<file path="config.mk">
export PLATFORM = sky130hd
export DESIGN_NAME = ts_stamp_top
export DESIGN_NICKNAME = d
export VERILOG_FILES = /design/src/rtl/ts_stamp_pkg.sv /design/src/rtl/ts_time_base.sv /design/src/rtl/ts_pkt_framer.sv /design/src/rtl/ts_stamp_emit.sv /design/src/rtl/ts_stamp_top.sv
export SDC_FILE = /design/constraint.sdc
export NUM_CORES = 1
export LEC_CHECK = 0
export BUFFER_PORTS_ARGS = -buffer_cell sky130_fd_sc_hd__buf_4
export CORE_MARGIN = 2
export CORE_UTILIZATION = 59
export DETAILED_ROUTE_END_ITERATION = 10
export PLACE_DENSITY = 0.89
export SLEW_MARGIN = 20
export SYNTH_ARGS = -nofsm -noshare
export SYNTH_HDL_FRONTEND = slang
export SYNTH_HIERARCHICAL = 1
export SYNTH_SLANG_ARGS = --single-unit
</file>
<file path="constraint.sdc">
create_clock -name clk -period 2.5 [get_ports clk]
set_input_delay 0.125 -clock clk [delete_from_list [all_inputs] [get_ports clk]]
set_output_delay 0.125 -clock clk [all_outputs]
set_load 0.02 [all_outputs]
</file>
<file path="src/rtl/ts_stamp_pkg.sv">
package ts_stamp_pkg;
  localparam int BASE_W      = 33;
  localparam int EXT_W       = 9;
  localparam int STAMP_W     = 48;
  localparam int STAMP_BYTES = STAMP_W / 8;
  localparam int RSV_W       = STAMP_W - BASE_W - EXT_W;
  localparam int SIDX_W      = $clog2(STAMP_BYTES);

  typedef logic [BASE_W-1:0]  base_t;
  typedef logic [EXT_W-1:0]   ext_t;
  typedef logic [STAMP_W-1:0] stamp_t;
  typedef logic [SIDX_W-1:0]  sidx_t;

  typedef enum logic [1:0] {
    FR_HUNT = 2'd0,
    FR_PASS = 2'd1,
    FR_SKIP = 2'd2
  } fr_state_e;

  // Assemble the 48-bit timestamp word; extension is blanked in direct mode.
  function automatic stamp_t pack_stamp(base_t b, ext_t e, logic direct);
    ext_t e_use;
    e_use = direct ? ext_t'(0) : e;
    return {b, {RSV_W{1'b0}}, e_use};
  endfunction

  // Byte i of the timestamp, most significant byte first.
  function automatic logic [7:0] stamp_byte(stamp_t s, sidx_t i);
    return s[8*(STAMP_BYTES-1-int'(i)) +: 8];
  endfunction
endpackage

</file>
<file path="src/rtl/ts_time_base.sv">
module ts_time_base
  import ts_stamp_pkg::*;
#(
  parameter int EXT_MOD = 300
) (
  input  logic  clk,
  input  logic  rst_n,
  input  logic  direct,
  input  logic  load,
  input  base_t load_base,
  input  ext_t  load_ext,
  output base_t base_o,
  output ext_t  ext_o,
  output logic  ext_wrap_o
);
  localparam ext_t EXT_LAST = ext_t'(EXT_MOD - 1);

  base_t base_q;
  ext_t  ext_q;

  assign ext_wrap_o = !direct && (ext_q >= EXT_LAST);

  always_ff @(posedge clk) begin
    if (!rst_n) begin
      base_q <= '0;
      ext_q  <= '0;
    end else if (load) begin
      base_q <= load_base;
      ext_q  <= load_ext;
    end else if (direct) begin
      base_q <= base_q + base_t'(1);
    end else if (ext_wrap_o) begin
      ext_q  <= '0;
      base_q <= base_q + base_t'(1);
    end else begin
      ext_q  <= ext_q + ext_t'(1);
    end
  end

  assign base_o = base_q;
  assign ext_o  = ext_q;

  AST_EXT_RANGE: assert property (@(posedge clk) disable iff (!rst_n)
    (!load && !direct) |=> (ext_q < ext_t'(EXT_MOD)));
  AST_DIRECT_STEP: assert property (@(posedge clk) disable iff (!rst_n)
    (!load && direct) |=> (base_q == $past(base_q) + base_t'(1)) && $stable(ext_q));
  AST_BASE_WRAP: assert property (@(posedge clk) disable iff (!rst_n)
    (!load && direct && (base_q == '1)) |=> (base_q == '0));
  AST_PRELOAD_WINS: assert property (@(posedge clk) disable iff (!rst_n)
    load |=> (base_q == $past(load_base)) && (ext_q == $past(load_ext)));
endmodule

</file>
<file path="src/rtl/ts_pkt_framer.sv">
module ts_pkt_framer
  import ts_stamp_pkg::*;
#(
  parameter int         PKT_LEN   = 188,
  parameter logic [7:0] SYNC_BYTE = 8'h47
) (
  input  logic       clk,
  input  logic       rst_n,
  input  logic       in_valid,
  input  logic [7:0] in_data,
  output logic       in_ready,
  output logic       fwd_valid,
  output logic       snap_take,
  output logic       emit_act,
  output sidx_t      emit_idx,
  output logic       pend_o
);
  localparam int              CNT_W    = $clog2(PKT_LEN);
  localparam logic [CNT_W-1:0] LAST_IDX = CNT_W'(PKT_LEN - 1);
  localparam sidx_t           ELAST    = sidx_t'(STAMP_BYTES - 1);

  fr_state_e        st_q;
  logic [CNT_W-1:0] idx_q;
  logic             rdy_q;
  logic             pend_q;
  sidx_t            eidx_q;

  logic accept, is_sync, at_last, start_ok, start_skip, pass_byte, pkt_end, emit_end;

  assign accept     = in_valid && rdy_q;
  assign is_sync    = (in_data == SYNC_BYTE);
  assign at_last    = (idx_q == LAST_IDX);
  assign start_ok   = accept && (st_q == FR_HUNT) && is_sync && !pend_q;
  assign start_skip = accept && (st_q == FR_HUNT) && is_sync && pend_q;
  assign pass_byte  = accept && (st_q == FR_PASS);
  assign pkt_end    = pass_byte && at_last;
  assign emit_act   = pend_q && !rdy_q;
  assign emit_end   = emit_act && (eidx_q == ELAST);

  always_ff @(posedge clk) begin
    if (!rst_n) begin
      st_q   <= FR_HUNT;
      idx_q  <= '0;
      rdy_q  <= 1'b1;
      pend_q <= 1'b0;
      eidx_q <= '0;
    end else begin
      // ready is a flop: it drops one cycle after a stamp becomes pending
      rdy_q <= !(pend_q && !emit_end);
      if (pkt_end)       pend_q <= 1'b1;
      else if (emit_end) pend_q <= 1'b0;
      if (emit_end)      eidx_q <= '0;
      else if (emit_act) eidx_q <= eidx_q + sidx_t'(1);
      case (st_q)
        FR_HUNT: begin
          if (start_ok) begin
            st_q  <= FR_PASS;
            idx_q <= CNT_W'(1);
          end else if (start_skip) begin
            st_q  <= FR_SKIP;
            idx_q <= CNT_W'(1);
          end
        end
        default: begin
          if (accept) begin
            if (at_last) begin
              st_q  <= FR_HUNT;
              idx_q <= '0;
            end else begin
              idx_q <= idx_q + CNT_W'(1);
            end
          end
        end
      endcase
    end
  end

  assign in_ready  = rdy_q;
  assign fwd_valid = start_ok || pass_byte;
  assign snap_take = start_ok;
  assign emit_idx  = eidx_q;
  assign pend_o    = pend_q;

  AST_EMIT_RUN: assert property (@(posedge clk) disable iff (!rst_n)
    (emit_act && !emit_end) |=> emit_act);
  AST_READY_AFTER_END: assert property (@(posedge clk) disable iff (!rst_n)
    pkt_end |=> (in_ready && pend_o));
  AST_SKIP_QUIET: assert property (@(posedge clk) disable iff (!rst_n)
    (st_q == FR_SKIP) |-> !snap_take);
endmodule

</file>
<file path="src/rtl/ts_stamp_emit.sv">
module ts_stamp_emit
  import ts_stamp_pkg::*;
(
  input  logic       clk,
  input  logic       rst_n,
  input  logic       snap_take,
  input  base_t      cur_base,
  input  ext_t       cur_ext,
  input  logic       direct,
  input  sidx_t      emit_idx,
  output stamp_t     snap_o,
  output logic [7:0] byte_o
);
  stamp_t snap_q;

  always_ff @(posedge clk) begin
    if (!rst_n)         snap_q <= '0;
    else if (snap_take) snap_q <= pack_stamp(cur_base, cur_ext, direct);
  end

  assign snap_o = snap_q;
  assign byte_o = stamp_byte(snap_q, emit_idx);
endmodule

</file>
<file path="src/rtl/ts_stamp_top.sv">
module ts_stamp_top
  import ts_stamp_pkg::*;
#(
  parameter int         PKT_LEN   = 188,
  parameter logic [7:0] SYNC_BYTE = 8'h47,
  parameter int         EXT_MOD   = 300
) (
  input  logic        clk,
  input  logic        rst_n,
  input  logic        direct_mode,
  input  logic        preload_en,
  input  logic [32:0] preload_base,
  input  logic [8:0]  preload_ext,
  input  logic        in_valid,
  input  logic [7:0]  in_data,
  output logic        in_ready,
  output logic        out_valid,
  output logic [7:0]  out_data
);
  base_t      cnt_base;
  ext_t       cnt_ext;
  logic       ext_wrap;
  logic       fwd_valid, snap_take, emit_act, pend;
  sidx_t      emit_idx;
  stamp_t     snap;
  logic [7:0] stamp_b;
  logic       ov_q;
  logic [7:0] od_q;

  ts_time_base #(.EXT_MOD(EXT_MOD)) u_cnt (
    .clk(clk), .rst_n(rst_n), .direct(direct_mode), .load(preload_en),
    .load_base(preload_base), .load_ext(preload_ext),
    .base_o(cnt_base), .ext_o(cnt_ext), .ext_wrap_o(ext_wrap)
  );

  ts_pkt_framer #(.PKT_LEN(PKT_LEN), .SYNC_BYTE(SYNC_BYTE)) u_frm (
    .clk(clk), .rst_n(rst_n), .in_valid(in_valid), .in_data(in_data),
    .in_ready(in_ready), .fwd_valid(fwd_valid), .snap_take(snap_take),
    .emit_act(emit_act), .emit_idx(emit_idx), .pend_o(pend)
  );

  ts_stamp_emit u_emit (
    .clk(clk), .rst_n(rst_n), .snap_take(snap_take), .cur_base(cnt_base),
    .cur_ext(cnt_ext), .direct(direct_mode), .emit_idx(emit_idx),
    .snap_o(snap), .byte_o(stamp_b)
  );

  always_ff @(posedge clk) begin
    if (!rst_n) begin
      ov_q <= 1'b0;
      od_q <= '0;
    end else begin
      ov_q <= fwd_valid || emit_act;
      od_q <= emit_act ? stamp_b : in_data;
    end
  end

  assign out_valid = ov_q;
  assign out_data  = od_q;

  AST_WRAP_CARRY: assert property (@(posedge clk) disable iff (!rst_n)
    (ext_wrap && !preload_en) |=> (cnt_base == $past(cnt_base) + base_t'(1)) && (cnt_ext == '0));
  AST_ONE_SOURCE: assert property (@(posedge clk) disable iff (!rst_n)
    fwd_valid |-> !emit_act);
  AST_SNAP_HOLD: assert property (@(posedge clk) disable iff (!rst_n)
    pend |=> $stable(snap));
endmodule

</file>
==> impl_table.tex, run 1 <==
\begin{tabular}{lr}
\hline
Metric & Value \\
\hline
\multicolumn{2}{l}{\textbf{Cells and area}} \\
\quad Fraction of final layout cells with drive strength greater than 1 & 16.37\% \\
\quad Commonest cells after routing, fill and taps aside & 108 x dfxtp\_1, 74 x buf\_4, 67 x nor2b\_1 \\
\quad Cell area after layout & 6319 um2 \\
\quad Most common cell after layout, fill and taps aside & dfxtp\_1 \\
\quad Count of nets after finishing & 740 \\
\quad Relative area change from synthesis to final layout & 13.97\% \\
\quad Diode insertion count for antenna repair & 0 \\
\multicolumn{2}{l}{\textbf{Clock network}} \\
\quad TritonCTS clock tree & built \\
\quad Root buf cell & clkbuf\_8 \\
\quad TritonCTS sink count & 108 \\
\quad Maximum level of the CTS H-tree & 3 \\
\quad Maximum buffer depth of the clock tree & 2 \\
\quad Reg clk slew, reported paths & 0.10 ns \\
\quad CTS Buf Count & 9 \\
\quad Clk Latency, worst-skew pair & 0.37 ns \\
\quad \# hold bufs at CTS & 6 \\
\quad \# Post-CTS Setup Buffers & 0 \\
\quad Total of cells resized after clock tree synthesis & 0 \\
\multicolumn{2}{l}{\textbf{Placed design}} \\
\quad Minimum setup slack after placement & 0.2548 ns \\
\quad Final weighted congestion of routability-driven global placement & 0.9240 \\
\quad I/O Buffers & 64 \\
\quad Placement Cell Area & 6073 um2 \\
\quad HPWL after detailed placement & 9.650 mm \\
\multicolumn{2}{l}{\textbf{Routing}} \\
\quad Per-cell via count in the routed design & 6.150 \\
\quad Antenna violation net count after detailed routing & 0 \\
\quad Detailed Route Iter0 Violations & 256 \\
\quad Total vias in the final route & 4889 \\
\quad Average routed wire per standard cell & 17.05 um \\
\quad Residual DRC & 0 \\
\quad Post-detailed-routing wire length & 13.56 mm \\
\quad Drt pass-1 iters & 5 \\
\multicolumn{2}{l}{\textbf{Global route}} \\
\quad Number of global-route vias before repair & 4525 \\
\quad GR Util met1 & 35.24\% \\
\quad Routing layer with the top usage in global route & met2 \\
\quad Largest net degree at the start of global routing & 44 \\
\quad Wire length of the first global-routing pass & 21.92 mm \\
\quad Global routing usage on met2 & 46.31\% \\
\quad Met3 usage in global routing & 4.230\% \\
\quad Total grt overflow & 0 \\
\quad Number of antenna violations at the first check in global routing & 0 \\
\quad Global router's overall resource usage & 27.03\% \\
\multicolumn{2}{l}{\textbf{Floorplanning}} \\
\quad Row Count & 35 \\
\quad Total Die Area & 10190 um2 \\
\quad Initial core utilization & 60.29\% \\
\quad Placeable core region & 9196 um2 \\
\quad Die W & 100.9 um \\
\quad Boundary pin count & 65 \\
\quad Die span in y & 100.9 um \\
\multicolumn{2}{l}{\textbf{STA}} \\
\quad Final-report max-slew violation count & 0 \\
\quad Total negative slack & 0 ns \\
\quad Minimum setup slack in the final design & 0.2959 ns \\
\quad Post-Route Hold Slack & 0.008070 ns \\
\quad Max Fclk & 453.7 MHz \\
\quad RSZ-0062 raised after global routing & false \\
\quad Final worst path period share & 88.16\% \\
\quad Slew of the pin with the lowest slew margin & 0.7310 ns \\
\quad Clock skew after layout & 0.01057 ns \\
\quad Worst rel slew slack & 50.97\% \\
\quad Hold Vio Cnt, Final & 0 \\
\quad Min Tclk post-route & 2.204 ns \\
\quad Final setup vio count & 0 \\
\multicolumn{2}{l}{\textbf{Worst setup path}} \\
\quad Crit path depth & 6 \\
\quad Slowest stage cell on the critical path & or4\_1 \\
\quad Worst EP required & 2.81 ns \\
\quad Cell-by-cell trace of the critical path & or2\_2, or4\_1, inv\_2, nor2b\_1, a21oi\_1, nor2b\_1 \\
\quad Delay contributed by the slowest stage of the critical path & 0.56 ns \\
\quad Most frequent cell on the critical path & nor2b\_1 \\
\quad Nature of the critical path startpoint & flop \\
\quad End of the worst register-to-register path & u\_emit/snap\_o[1] \\
\quad R2R cell count & 6 \\
\quad Crit end category & flop \\
\quad Critical path start-end classification & flop to flop \\
\quad Worst flop-to-flop path startpoint & u\_frm/st\_q[0] \\
\quad Endpoint arrival time on the critical path & 2.51 ns \\
\quad Register-to-register path setup slack & 0.30 ns \\
\quad Critical path launch point & u\_frm/st\_q[0] \\
\quad Largest delay share family, worst path & simple AND/OR/NAND/NOR gates \\
\quad End point of the critical path & u\_emit/snap\_o[1] \\
\quad Largest fanout on the critical path & 8 \\
\quad Critical path buffer and inverter count & 1 \\
\multicolumn{2}{l}{\textbf{Synthesis}} \\
\quad Post-synth net total & 688 \\
\quad Yosys Warn Count & 6 \\
\quad Synthesized cell area & 5544 um2 \\
\quad Mean post-synth cell area & 8.842 um2 \\
\quad Mapped Cells & 627 \\
\multicolumn{2}{l}{\textbf{Power}} \\
\quad Leakage Power & 2.139 nW \\
\quad Power density normalized to cell area & 503.9 nW/um2 \\
\quad Worst IR Drop VDD & 0.3628 mV \\
\multicolumn{2}{l}{\textbf{Flow run}} \\
\quad Max cap viols & 0 \\
\multicolumn{2}{l}{\textbf{Run status}} \\
\quad Outcome & complete, no violations \\
\multicolumn{2}{l}{\textbf{Min path}} \\
\quad Hold Path Class & input port to flop \\
\hline
\end{tabular}
[metrics by stage]
step / instances / util, % / total power (W)
floorplan: 627 / - / 0.002046
global placement: 773 / 66.04 / 0.002173
detailed placement: 773 / 66.04 / 0.002191
CTS: 795 / 68.71 / 0.003184
global route: 795 / 68.71 / 0.003291
finish: 795 / 68.71 / 0.003184
[how the worst min path moves through the flow]
stage	startpoint	endpoint	slack, ns	depth (start not counted)
3_5_place_dp	preload_ext[3]	u_cnt/ext_o[3]	0.36	2
5_1_grt	preload_base[16]	u_cnt/base_o[16]	0.01	3
3_3_place_gp	preload_ext[3]	u_cnt/ext_o[3]	0.35	2
4_1_cts	preload_ext[4]	u_cnt/ext_o[4]	0.002	3
2_1_floorplan	rst_n	out_valid	0.24	1
6_report	preload_ext[5]	u_cnt/ext_o[5]	0.008	3
[flip-flops by register name, indices dropped and copies added (netlist names)]
| signal | flops |
|---|---|
| u_emit/snap_o | 42 |
| out_valid | 1 |
| u_frm/pend_o | 1 |
| out_data | 8 |
| u_frm/emit_idx | 3 |
| u_frm/idx_q | 8 |
| u_cnt/ext_o | 9 |
| u_cnt/base_o | 33 |
| u_frm/st_q | 2 |
| u_frm/in_ready | 1 |
[worst reg2reg max path, delay by kind of cell, from the launching register on]
kind | cells | cell delay [ns]
AO/OA/AOI/OAI | 1 | 0.16
buffers and inverters | 1 | 0.13
flip-flops | 1 | 0.35
AND/OR/NAND/NOR | 4 | 1.51
[layer usage]
| metal | vias to the layer above | routed length (um) | part of all wire, % |
|---|---|---|---|
| li1 | 2359 | - | - |
| met3 | 24 | 818 | 6.0 |
| met2 | 191 | 6666 | 49 |
| met5 | - | 0 | 0 |
| met4 | 0 | 248 | 1.8 |
| met1 | 2315 | 5825 | 43 |
[report_power, final]
group | total (W) | switching (W) | internal (W)
Combinational | 0.000317 | 0.000155 | 0.000162
Sequential | 0.00185 | 0.0000734 | 0.00178
Clock | 0.00102 | 0.000615 | 0.000403
Total | 0.00318 | 0.000843 | 0.00234
[final cells by class]
cell class / count / area, um2
multi-input combinational: 470 / 3147
fill: 714 / 2878
sequential: 108 / 2162
timing repair buffer: 82 / 655.6
clock buffer: 11 / 141.4
tap: 111 / 138.9
clock inverter: 5 / 43.79
inverter: 8 / 30.03
Power figures use the tool's default switching activity.
==> run 2, diff against run 1 <==
--- a/config.mk
+++ b/config.mk
@@ -6,7 +6,6 @@
 export NUM_CORES = 1
 export LEC_CHECK = 0
 export BUFFER_PORTS_ARGS = -buffer_cell sky130_fd_sc_hd__buf_4
-export CORE_MARGIN = 2
 export CORE_UTILIZATION = 59
 export DETAILED_ROUTE_END_ITERATION = 10
 export PLACE_DENSITY = 0.89
==> constraint.sdc (replaced) <==
create_clock -name clk -period 2.3 [get_ports clk]
set_input_delay 0.115 -clock clk [delete_from_list [all_inputs] [get_ports clk]]
set_output_delay 0.115 -clock clk [all_outputs]
set_load 0.02 [all_outputs]
==> run 2 against run 1 <==
  * Combinational power grew 20%
  * Clock skew grew 0.0053 ns
  * Largest cell class unchanged
  * Global-route usage grew 2.6 points
  * Worst setup slack lost 0.15 ns
  * Register-to-register slack lost 0.15 ns
  * Sequential power grew 9%
  * Routed wire length grew 4.4%
  * Highest routed layer unchanged
  * Clock power grew 20%
==> impl_table.tex, run 2 (synthesized netlist as in run 1, its figures left out) <==
\begin{tabular}{lr}
\hline
Metric & Value \\
\hline
\multicolumn{2}{l}{\textbf{Global route}} \\
\quad Global router's overall resource usage & 29.64\% (+2.6 points) \\
\quad Number of global-route vias before repair & 4938 (+9.1\%) \\
\quad Largest net degree at the start of global routing & 41 (-6.8\%) \\
\quad Wire length of the first global-routing pass & 23.18 mm (+5.7\%) \\
\quad Number of antenna violations at the first check in global routing & 0 (unchanged) \\
\quad Total grt overflow & 0 (unchanged) \\
\multicolumn{2}{l}{\textbf{Power}} \\
\quad Switching share of total power & 25.81\% (-0.68 points) \\
\quad Total net switching power & 0.0009303 W (+10\%) \\
\quad Flop pwr share & 55.7\% (-2.4 points) \\
\quad Share of total power in the clock network & 33.7\% (+1.7 points) \\
\quad Worst IR Drop VDD & 0.3445 mV (-5.0\%) \\
\quad Power density normalized to cell area & 553.8 nW/um2 (+9.9\%) \\
\quad Proportion of power drawn by combinational gates & 10.5\% (+0.6 points) \\
\quad Leakage Power & 2.233 nW (+4.4\%) \\
\quad Internal cell power & 0.002674 W (+14\%) \\
\multicolumn{2}{l}{\textbf{Placed design}} \\
\quad Instance count after placement with tap cells included & 778 (+0.65\%) \\
\quad Final weighted congestion of routability-driven global placement & 0.8619 (-6.7\%) \\
\quad HPWL after detailed placement & 9.703 mm (+0.55\%) \\
\quad I/O Buffers & 64 (unchanged) \\
\quad Minimum setup slack after placement & 0.1278 ns (-0.1269 ns) \\
\multicolumn{2}{l}{\textbf{Routing}} \\
\quad Antenna violation net count after detailed routing & 0 (unchanged) \\
\quad Residual DRC & 0 (unchanged) \\
\quad Post-detailed-routing wire length & 14.15 mm (+4.4\%) \\
\quad Total vias in the final route & 5021 (+2.7\%) \\
\quad Drt pass-1 iters & 5 (unchanged) \\
\quad Detailed Route Iter0 Violations & 413 (+61\%) \\
\quad Per-cell via count in the routed design & 6.176 (+0.43\%) \\
\quad Average routed wire per standard cell & 17.40 um (+2.0\%) \\
\multicolumn{2}{l}{\textbf{STA}} \\
\quad RSZ-0062 raised after global routing & false \\
\quad Total negative slack & 0 ns (unchanged) \\
\quad Max Fclk & 465.1 MHz (+2.5\%) \\
\quad Final worst path period share & 93.47\% (+5.3 points) \\
\quad Worst rel slew slack & 56.48\% (+5.5 points) \\
\quad Final setup vio count & 0 (unchanged) \\
\quad Post-Route Hold Slack & 0.01803 ns (+0.009961 ns) \\
\quad Min Tclk post-route & 2.150 ns (-0.05419 ns) \\
\quad Final-report max-slew violation count & 0 (unchanged) \\
\quad Minimum setup slack in the final design & 0.1501 ns (-0.1458 ns) \\
\quad Clock skew after layout & 0.01590 ns (+0.005329 ns) \\
\quad Slew of the pin with the lowest slew margin & 0.6527 ns (-0.07823 ns) \\
\quad Hold Vio Cnt, Final & 0 (unchanged) \\
\multicolumn{2}{l}{\textbf{Min path}} \\
\quad Hold Path Class & input port to flop \\
\multicolumn{2}{l}{\textbf{Floorplanning}} \\
\quad Boundary pin count & 65 (unchanged) \\
\quad Placeable core region & 9153 um2 (-0.48\%) \\
\quad Initial core utilization & 60.57\% (+0.29 points) \\
\quad Die span in y & 98.94 um (-2.0\%) \\
\quad Die W & 98.94 um (-2.0\%) \\
\quad Row Count & 35 (unchanged) \\
\quad Total Die Area & 9788 um2 (-3.9\%) \\
\multicolumn{2}{l}{\textbf{Clock network}} \\
\quad TritonCTS clock tree & built \\
\quad Root buf cell & clkbuf\_8 \\
\quad Maximum buffer depth of the clock tree & 2 (unchanged) \\
\quad TritonCTS sink count & 108 (unchanged) \\
\quad Reg clk slew, reported paths & 0.11 ns (about the same) \\
\quad Total of cells resized after clock tree synthesis & 0 (unchanged) \\
\quad Maximum level of the CTS H-tree & 3 (unchanged) \\
\quad Clk Latency, worst-skew pair & 0.38 ns (about the same) \\
\quad \# Post-CTS Setup Buffers & 0 (unchanged) \\
\quad CTS Buf Count & 9 (unchanged) \\
\multicolumn{2}{l}{\textbf{Cells and area}} \\
\quad Max reg flops & 42 (unchanged) \\
\quad Diode insertion count for antenna repair & 0 (unchanged) \\
\quad Most common cell after layout, fill and taps aside & dfxtp\_1 \\
\quad Final cell count without fillers & 813 (+2.3\%) \\
\quad Count of nets after finishing & 758 (+2.4\%) \\
\quad Commonest cells after routing, fill and taps aside & 108 x dfxtp\_1, 79 x buf\_4, 67 x nor2b\_1 \\
\quad Fillcell total & 651 (-8.8\%) \\
\quad Register area & 2162 um2 (unchanged) \\
\quad Fraction of final layout cells with drive strength greater than 1 & 16.67\% (+0.29 points) \\
\quad Relative area change from synthesis to final layout & 17.40\% \\
\quad Footprint of the multi-input gates & 3147 um2 (unchanged) \\
\multicolumn{2}{l}{\textbf{Worst setup path}} \\
\quad Endpoint arrival time on the critical path & 2.48 ns (-0.03 ns) \\
\quad Largest fanout on the critical path & 7 (-1) \\
\quad Nature of the critical path startpoint & flop \\
\quad Crit end category & flop \\
\quad Critical path start-end classification & flop to flop \\
\quad Worst EP required & 2.63 ns (-0.18 ns) \\
\multicolumn{2}{l}{\textbf{Flow run}} \\
\quad Max cap viols & 0 (unchanged) \\
\multicolumn{2}{l}{\textbf{Run status}} \\
\quad Outcome & complete, no violations \\
\hline
\end{tabular}
run 2: cell types whose count changed in the layout (fill, tap and decap cells not counted):
cell | before | now
buf_4 | 74 | 79
clkinvlp_4 | 2 | 1
bufinv_16 | 0 | 1
dlygate4sd3_1 | 6 | 19
run 2: final cells by class:
class | instances | area share [%]
Sequential cell | 108 | 33.22
Multi-Input combinational cell | 470 | 48.35
Clock inverter | 5 | 1.019
Timing Repair Buffer | 100 | 12.65
Inverter | 8 | 0.4614
Clock buffer | 11 | 2.172
Tap cell | 111 | 2.134
run 2: routing by layer:
layer	GRT usage (%)	routed length (um)	part of all wire, %	vias up
li1	-	-	-	2395
met2	51.32	6990	49	238
met5	0	0	0	-
met4	10.33	336	2.4	0
met1	35.89	5785	41	2351
met3	7.092	1036	7.3	37
run 2: worst max-delay path, cell delays in order (launching register included):
cell,delay [ns]
dfxtp_1,0.34
ha_1,0.26
a211o_1,0.30
a22oi_1,0.56
nor2_1,0.15
o31ai_1,0.31
and2_1,0.17
run 2: through the flow:
stage	cell area, um2	total power [W]	util [%]
floorplan	5544	0.002224	-
global placement	6111	0.002371	66.77
detailed placement	6111	0.002390	66.77
CTS	6499	0.003597	71.00
global route	6509	0.003738	71.11
finish	6509	0.003605	71.11
run 2: power by group through the flow:
stage	registers, W	clock network, W	logic [W]
floorplan	0.00203	0	0.000190
global placement	0.00204	0	0.000328
detailed placement	0.00205	0	0.000342
CTS	0.00200	0.00122	0.000368
global route	0.00202	0.00131	0.000411
finish	0.00201	0.00122	0.000380
run 2: worst paths after layout:
path	start	end	cells past startpoint	slack, ns
hold reg to reg	u_frm/idx_q[7]	u_frm/idx_q[7]	2	0.50
hold / removal	in_data[1]	out_data[1]	3	0.02
setup reg to reg	u_cnt/ext_o[0]	u_cnt/ext_o[8]	6	0.15
setup / recovery	u_cnt/ext_o[0]	u_cnt/ext_o[8]	6	0.15
run 2: what timing repair did:
item	in CTS	in global routing
hold buffers	18	1
endpoints found under the setup margin	0	0
hold endpoints to repair	18	1
